--- src/rtl/rail_seq.sv ---
module rail_seq #(
  parameter int TW = 16,
  parameter int PW = 8
) (
  input  logic          clk,
  input  logic          rst_n,
  input  logic          en_i,
  input  logic          supply_ok_i,
  input  logic          tnode_lo_i,
  input  logic          tnode_hi_i,
  input  logic          ref_bad_i,
  input  logic          hot_i,
  input  logic          uv_boost_i,
  input  logic          uv_logic_i,
  input  logic          uv_neg_i,
  input  logic          uv_pos_i,
  input  logic [PW-1:0] presc_i,
  input  logic [TW-1:0] ramp_ticks_i,
  input  logic [TW-1:0] ss_ticks_i,
  input  logic [TW-1:0] fto_ticks_i,
  output logic          boost_en_o,
  output logic          logic_en_o,
  output logic          neg_en_o,
  output logic          pos_en_o,
  output logic          ss_o,
  output logic          prot_gate_n_o,
  output logic          dly_gate_n_o,
  output logic [3:0]    phase_o,
  output logic [2:0]    cause_o
);
  localparam int NS = 10;
  localparam logic [3:0] IDLE = 4'd0, RUN = 4'd7, FTO = 4'd8, OFF = 4'd9;

  logic [NS-1:0] s1, s2, raw;
  assign raw = {uv_pos_i, uv_neg_i, uv_logic_i, uv_boost_i, hot_i, ref_bad_i,
                tnode_hi_i, tnode_lo_i, supply_ok_i, en_i};

  always_ff @(posedge clk or negedge rst_n)
    if (!rst_n) begin s1 <= '0; s2 <= '0; end
    else begin s1 <= raw; s2 <= s1; end

  logic en_s, ok_s, tlo, thi, refb, hot;
  logic [3:0] uv;
  assign {uv, hot, refb, thi, tlo, ok_s, en_s} = s2;

  logic [PW-1:0] pc;
  logic [3:0]    phase;
  logic          half;
  logic [TW-1:0] tc, ft, ssc;
  logic [2:0]    cause, hard, uv_code;
  logic          tick, ramp, active, half_end;

  assign tick     = (pc == presc_i);
  assign ramp     = (phase >= 4'd1) && (phase <= 4'd6);
  assign active   = (phase >= 4'd1) && (phase <= FTO);
  assign half_end = tick && (tc == ramp_ticks_i - TW'(1));

  always_comb begin
    if (tlo || (thi && !ramp))       hard = 3'd1;
    else if (refb)                   hard = 3'd2;
    else if (hot && phase >= 4'd2)   hard = 3'd3;
    else                             hard = 3'd0;
    if (uv[0])      uv_code = 3'd4;
    else if (uv[1]) uv_code = 3'd5;
    else if (uv[2]) uv_code = 3'd6;
    else if (uv[3]) uv_code = 3'd7;
    else            uv_code = 3'd0;
  end

  always_ff @(posedge clk or negedge rst_n) begin
    if (!rst_n) begin
      pc <= '0; phase <= IDLE; half <= 1'b0; tc <= '0; ft <= '0; ssc <= '0; cause <= '0;
    end else begin
      pc <= tick ? '0 : pc + PW'(1);
      if (tick && ssc != '0) ssc <= ssc - TW'(1);
      if (!en_s || !ok_s) begin
        phase <= IDLE; half <= 1'b0; tc <= '0; ft <= '0; ssc <= '0; cause <= '0;
      end else if (phase == IDLE) begin
        if (!tlo) begin phase <= 4'd1; half <= 1'b0; tc <= '0; end
      end else if (phase == OFF) begin
        ssc <= '0;
      end else if (hard != 3'd0) begin
        phase <= OFF; ssc <= '0;
        if (cause == 3'd0) cause <= hard;
      end else if (ramp) begin
        if (tick) begin
          if (!half_end) tc <= tc + TW'(1);
          else if (!half) begin
            if (!thi) begin half <= 1'b1; tc <= '0; end
          end else begin
            half <= 1'b0; tc <= '0;
            if (phase == 4'd2) ssc <= ss_ticks_i;
            if (phase == 4'd6) begin
              if (uv_code != 3'd0) begin phase <= OFF; cause <= uv_code; end
              else phase <= RUN;
            end else phase <= phase + 4'd1;
          end
        end
      end else if (phase == RUN) begin
        if (uv_code != 3'd0) begin phase <= FTO; ft <= '0; end
      end else begin
        if (uv_code == 3'd0) phase <= RUN;
        else if (tick) begin
          if (ft == fto_ticks_i - TW'(1)) begin phase <= OFF; cause <= uv_code; end
          else ft <= ft + TW'(1);
        end
      end
    end
  end

  assign boost_en_o    = active && phase >= 4'd3;
  assign logic_en_o    = boost_en_o;
  assign neg_en_o      = active && (phase > 4'd4 || (phase == 4'd4 && half));
  assign pos_en_o      = active && phase >= 4'd6;
  assign ss_o          = active && ssc != '0;
  assign prot_gate_n_o = !(active && (phase > 4'd2 || (phase == 4'd2 && half)));
  assign dly_gate_n_o  = !(active && (phase > 4'd5 || (phase == 4'd5 && half)));
  assign phase_o       = phase;
  assign cause_o       = cause;

  p_drop_idle_r1: assert property (@(posedge clk) disable iff (!rst_n)
    (!en_s || !ok_s) |=> (phase == IDLE && cause == 3'd0));
  p_off_latch_r10: assert property (@(posedge clk) disable iff (!rst_n)
    (phase == OFF && en_s && ok_s) |=> phase == OFF);
  p_fto_recover_r8: assert property (@(posedge clk) disable iff (!rst_n)
    (phase == FTO && uv_code == 3'd0 && hard == 3'd0 && en_s && ok_s) |=> phase == RUN);
  p_cause_hold_r12: assert property (@(posedge clk) disable iff (!rst_n)
    (cause != 3'd0 && en_s && ok_s) |=> $stable(cause));
  p_run_entry_r6: assert property (@(posedge clk) disable iff (!rst_n)
    $rose(phase == RUN) |-> ($past(phase) == 4'd6 || $past(phase) == FTO));
  p_prot_peak_r3: assert property (@(posedge clk) disable iff (!rst_n)
    $fell(prot_gate_n_o) |-> (phase == 4'd2 && half));
  p_stall_r11: assert property (@(posedge clk) disable iff (!rst_n)
    (ramp && !half && thi && half_end && hard == 3'd0 && en_s && ok_s) |=> (phase == $past(phase) && !half));
endmodule

--- config.mk ---
export PLATFORM = sky130hd
export DESIGN_NAME = rail_seq
export DESIGN_NICKNAME = d
export VERILOG_FILES = /design/src/rtl/rail_seq.sv
export SDC_FILE = /design/constraint.sdc
export NUM_CORES = 1
export LEC_CHECK = 0
export BUFFER_PORTS_ARGS = -buffer_cell sky130_fd_sc_hd__buf_2
export CAP_MARGIN = 20
export CORE_ASPECT_RATIO = 0.8
export CORE_MARGIN = 2
export CORE_UTILIZATION = 39
export DETAILED_ROUTE_END_ITERATION = 8
export GPL_TIMING_DRIVEN = 0
export SETUP_SLACK_MARGIN = 0.3
export SLEW_MARGIN = 25
export SYNTH_ARGS = -nofsm -noshare
export SYNTH_HDL_FRONTEND = slang
export SYNTH_SLANG_ARGS = --single-unit
--- constraint.sdc ---
create_clock -name clk -period 3.9 [get_ports clk]
set_clock_uncertainty 0.15 [all_clocks]
set_input_delay 0.78 -clock clk [delete_from_list [all_inputs] [get_ports clk]]
set_output_delay 0.78 -clock clk [all_outputs]
set_load 0.1 [all_outputs]
; Word level (Yosys, flattened, before mapping)
; Cells that the tools add are included.
[totals]
wordCells = 180
input_bits = 68
register_bits = 84
out_inout_bits = 14
[op_classes]
n_reduce_logical = 44
addsub = 7
n_eq_ne = 32
mux = 79
order_cmp = 9
[ops]
columns = op, count
row1 = 2-to-1 mux 16 bit, 30
row2 = 2-to-1 mux 4 bit, 16
row3 = 2-to-1 mux 3 bit, 19
row4 = "subtractor 16 x 1 -> 16 bit, second input constant", 3
row5 = "adder 16 x 1 -> 16 bit, second input constant", 2
row6 = equality test 16 bit, 2
row7 = "inequality test 3 bit, second input constant", 6
row8 = nonzero test 3 bit, 6
row9 = "equality test 4 x 3 -> 1 bit, second input constant", 4
row10 = AND reduction 8 bit, 2
row11 = nonzero test 16 bit, 1
row12 = logical AND 1 bit, 15
row13 = "inequality test 4 x 1 -> 1 bit, second input constant", 3
row14 = AND reduction 12 bit, 1
row15 = AND reduction 6 bit, 2
row16 = 2-to-1 mux 1 bit, 10
row17 = "inequality test 5 x 2 -> 1 bit, second input constant", 2
row18 = "adder 8 x 1 -> 8 bit, second input constant", 1
row19 = equality test 8 bit, 1
row20 = "greater-or-equal comparator 4 x 2 -> 1 bit, second input constant", 2
row21 = "greater-than comparator 4 x 3 -> 1 bit, second input constant", 2
row22 = 2-to-1 mux 8 bit, 1
row23 = "inequality test 4 x 2 -> 1 bit, second input constant", 2
row24 = "inequality test 4 bit, second input constant", 2
row25 = other kinds (23), 36

; Logic depth before layout (Yosys ltp)
[depth]
depth_word = 15
mapped_depth = 14
mapped_depth_nobuf = 10

; Worst setup path before layout
; OpenSTA, ideal clock, no wires.
[synth_timing]
path_type = register to output
startpoint = register phase[1], in the netlist phase_o[1]
endpoint = output port logic_en_o
stages_incl_launch_ff = 7
slack_ns = -1.495
required_time_ns = 2.970
arrival_time_ns = 4.465
path_buffers = 1
cell_sequence = dfrtp_1 -> inv_1 -> ha_1 -> or2b_2 -> a21oi_1 -> o21ai_0 -> buf_4
[synth_via]
elab_chain_len = 3
elab_cells_between_ends = 5
classes_between = 3 x order compare / 2 x reduce/logical
[synth_rtl]
columns = element, line_no
row1 = start: declaration, 47  ; logic [3:0] phase;
row2 = start signal: assignment, 96  ; end else phase <= phase + 4'd1;
row3 = greater-or-equal comparator 4 x 1 -> 1 bit / <= comparator 4 bit (equally long branches), 55  ; assign active = (phase >= 4'd1) && (phase <= FTO);
row4 = logical AND 1 bit, 55
row5 = logical AND 1 bit (*), 111  ; assign boost_en_o = active && phase >= 4'd3;
row6 = end: declaration, 22  ; output logic logic_en_o,
; Every way passes the cells marked *; elsewhere a longest branch is shown, timed or not.

; Final worst setup path
[layout_timing]
startpoint = input port fto_ticks_i[0]
endpoint = register cause[2], in the netlist cause_o[2]
[layout_via]
elab_chain_len = 4
[layout_rtl]
columns = element, line_no
row1 = start: declaration, 20  ; input logic [TW-1:0] fto_ticks_i,
row2 = subtractor 16 x 1 -> 16 bit, 104  ; if (ft == fto_ticks_i - TW'(1)) begin phase <= OFF; cause <= uv_code; end
row3 = equality test 16 bit, 104
row4 = nonzero test 4 bit (no source line), n/a
row5 = AND reduction 12 bit (no source line), n/a
row6 = end signal: assignment, 84  ; if (cause == 3'd0) cause <= hard;
row7 = end: declaration, 50  ; logic [2:0] cause, hard, uv_code;
; Every way passes these cells.
; A chain may end at the register's enable or synchronous reset.

==> results.ini <==
[setup_path]
critPathCaptureType=flip-flop
path_max_fanout=6
crit_arrival_ns=3.68
path_buf_inv=2
slowest_delay_ns=0.60
crit_required_ns=3.97
worst-setup-path-type=in -> reg
cpMaxStageDelayCell=or4_4
reg2reg_slack_ns=0.42
cp_top_family=simple AND/OR/NAND/NOR gates
worstPathCellList=buf_4 > inv_4 > ha_4 > nor4b_4 > a31oi_1 > a221oi_2 > nor2_1 > or4_4 > o311a_4 > or3_4 > mux2_4
cp-start-kind=input port

[synth]
synth_nets=749
synth_top_cells_by_count=84 x dfrtp_1, 61 x nand2_1, 47 x xnor2_1
synth-edff-count=0
synthesis.area_sq_mm=0.005817
yosysMostFrequentCell=dfrtp_1
syn_avg_cell_area_sq_um=8.682
netlist_instances=670
synth_top_area_share_pct=36.14
ys_seq_elements=84
synth-main-ff-cell=dfrtp_1
ys_seq_area_share_pct=36.14
yosysUniqueCellTypes=77
yosysTopAreaCell=dfrtp_1
yosys-top-cells-area=dfrtp_1 36%, xnor2_1 7.1%, nand2_1 3.9%
yosysWarnings=0
synthArstFlopShare_pct=100.0

[floorplanning]
fp.coreArea_sq_mm=0.01444
row_count=39
start_util_pct=40.27
chipHeight_um=113.2
die-area_sq_mm=0.01591
io_pins=82
die_x_um=140.5

[placement]
place_congestion=0.8532
placedCellCount=933
dpl-instance-area_sq_mm=0.006611
io_buffer_count=78
dp_hpwl_um=11360

[drt]
num_vias=5402
routed_wl_um=15670
postRouteAntennaNets=0
dr.pass1.iters=4
drtIter0Drc=413
drc=0
wl_per_cell_um=16.37
vias_per_cell=5.645

[global_route]
grt-ovfl-total=0
grt_max_degree=46
grt_antenna_before_repair=0
first_global_vias=5178
grt_first_pass_wirelength_um=25950
grt_usage_pct=20.09

[cts]
ctsHoldBuffers=0
cts.clk_slew.worst_paths_ns=0.06
clock_tree.root_cell=clkbuf_16
clock-sinks=84
clock_latency_ns=0.34
cts_tree=done
cts_buffer_depth=2
numCtsBuffers=9
h-tree-depth=3

[timing]
clock.fmax_ghz=0.2776
worst_slew_pin_slew_ns=0.9251
maxSlewHeadroom_pct=37.91
post-route-period-util_pct=92.36
rsz0062_at_grt=true
slew_viol_final=0
setup_violations=0
hold_violations=0
whs_ns=0.1891
min_period_ns=3.602

[outcome]
status=finished clean

[cells_and_area]
final_cell_count_no_fill=957
design_area_sq_mm=0.007251
final_nets=847
layout-drive-gt1-share_pct=23.67
area_growth_pct=24.65
n_antenna_cell=0

[power_and_ir_drop]
leakagePower_uw=0.003195
power_density_mw_per_mm2=316.2
peakVddDrop_mv=0.2462

[run]
cap_violations=0

[min_path]
hp-class=in -> async

## cell usage in the layout, fill, tap and decap left out, types with 10 or more instances in the layout
cell | synthesis | final
a21oi_1 | 18 | 13
a22o_1 | 12 | 12
and2_1 | 10 | 10
and3_1 | 19 | 19
buf_2 | 5 | 76
buf_4 | 1 | 10
clkbuf_1 | 18 | 15
dfrtp_1 | 84 | 83
inv_1 | 24 | 20
mux2i_1 | 10 | 10
nand2_1 | 61 | 60
nand3_1 | 31 | 30
nand4_1 | 14 | 14
nor2_1 | 44 | 44
nor2b_1 | 18 | 18
nor3_1 | 19 | 15
nor4_1 | 16 | 12
o211ai_1 | 17 | 17
o21ai_0 | 42 | 40
or4_1 | 19 | 19
xnor2_1 | 47 | 46
xor2_1 | 23 | 23
## flip-flops by register name, indices dropped and copies added, names as in the netlist, 3 cells and up
register	cells
phase_o	4
ssc	16
s2	10
s1	10
tc	16
cause_o	3
pc	8
ft	16
## layer usage
metal | track usage, % | routed length (um)
met1 | 28.18 | 7300
met2 | 31.41 | 7420
met3 | 4.317 | 737
met4 | 5.933 | 208
met5 | 0 | 0
## final timing paths
| kind | startpoint | end | depth (start not counted) |
|---|---|---|---|
| hold reg to reg | s1[2] | s2[2] | 0 |
| setup / recovery | fto_ticks_i[0] | cause_o[2] | 11 |
| setup reg to reg | phase_o[1] | ft[13] | 11 |
| hold / removal | rst_n | tc[12] | 1 |
| min in group clk | s1[2] | s2[2] | 0 |
| max in group asynchronous | rst_n | phase_o[1] | 2 |
## worst register-to-register path: stages (launching register included)
cell,delay (ns)
dfrtp_2,0.45
inv_1,0.22
ha_1,0.18
or2b_2,0.35
o21ai_0,0.38
nor2b_1,0.24
nor3_2,0.31
and2_1,0.26
o21ai_4,0.11
clkbuf_4,0.19
or4_1,0.48
nand2_1,0.09
## stage by stage
step	total power [uW]	TNS (ns)	worst slack (ns)	util, %
5_1_grt	2404	0	0.2309	50.20
3_5_place_dp	1404	-8.400	-0.3261	45.77
4_1_cts	2302	0	0.3143	48.94
6_report	2292	0	0.2981	50.20
2_1_floorplan	1261	0	0.09779	-
3_3_place_gp	1386	-4.900	-0.2368	45.54
## cell type report
class	count	area [sq um]
buffer	27	166.4
clock buffer	13	260.3
clock inverter	3	43.79
fill	1345	7193
inverter	24	92.59
multi-input combinational	535	3861
sequential	84	2103
tap	184	230.2
timing repair buffer	87	493.0
## power breakdown
part | internal, uW | total (uW) | switching (uW)
Clock | 533 | 876 | 343
Combinational | 172 | 430 | 258
Sequential | 924 | 987 | 62.8
Total | 1630 | 2290 | 664
## repair_timing
item | CTS | global route
pin swaps | 9 | 16
endpoints found under the hold margin | 0 | 0
buffers inserted | 5 | 3
gates resized for setup | 20 | 48
setup endpoints to repair | 44 | 50
## cell families after synthesis
family          after synthesis  synth area share [%]
buf+inv                      51                 3.635
simple gates                295                 28.01
xor+xnor                     70                 10.54
compound gates              143                 16.37
mux                          16                 2.947
flops                        84                 36.14
fa+ha+maj                    11                 2.366
(Power assumes the default switching activity.)
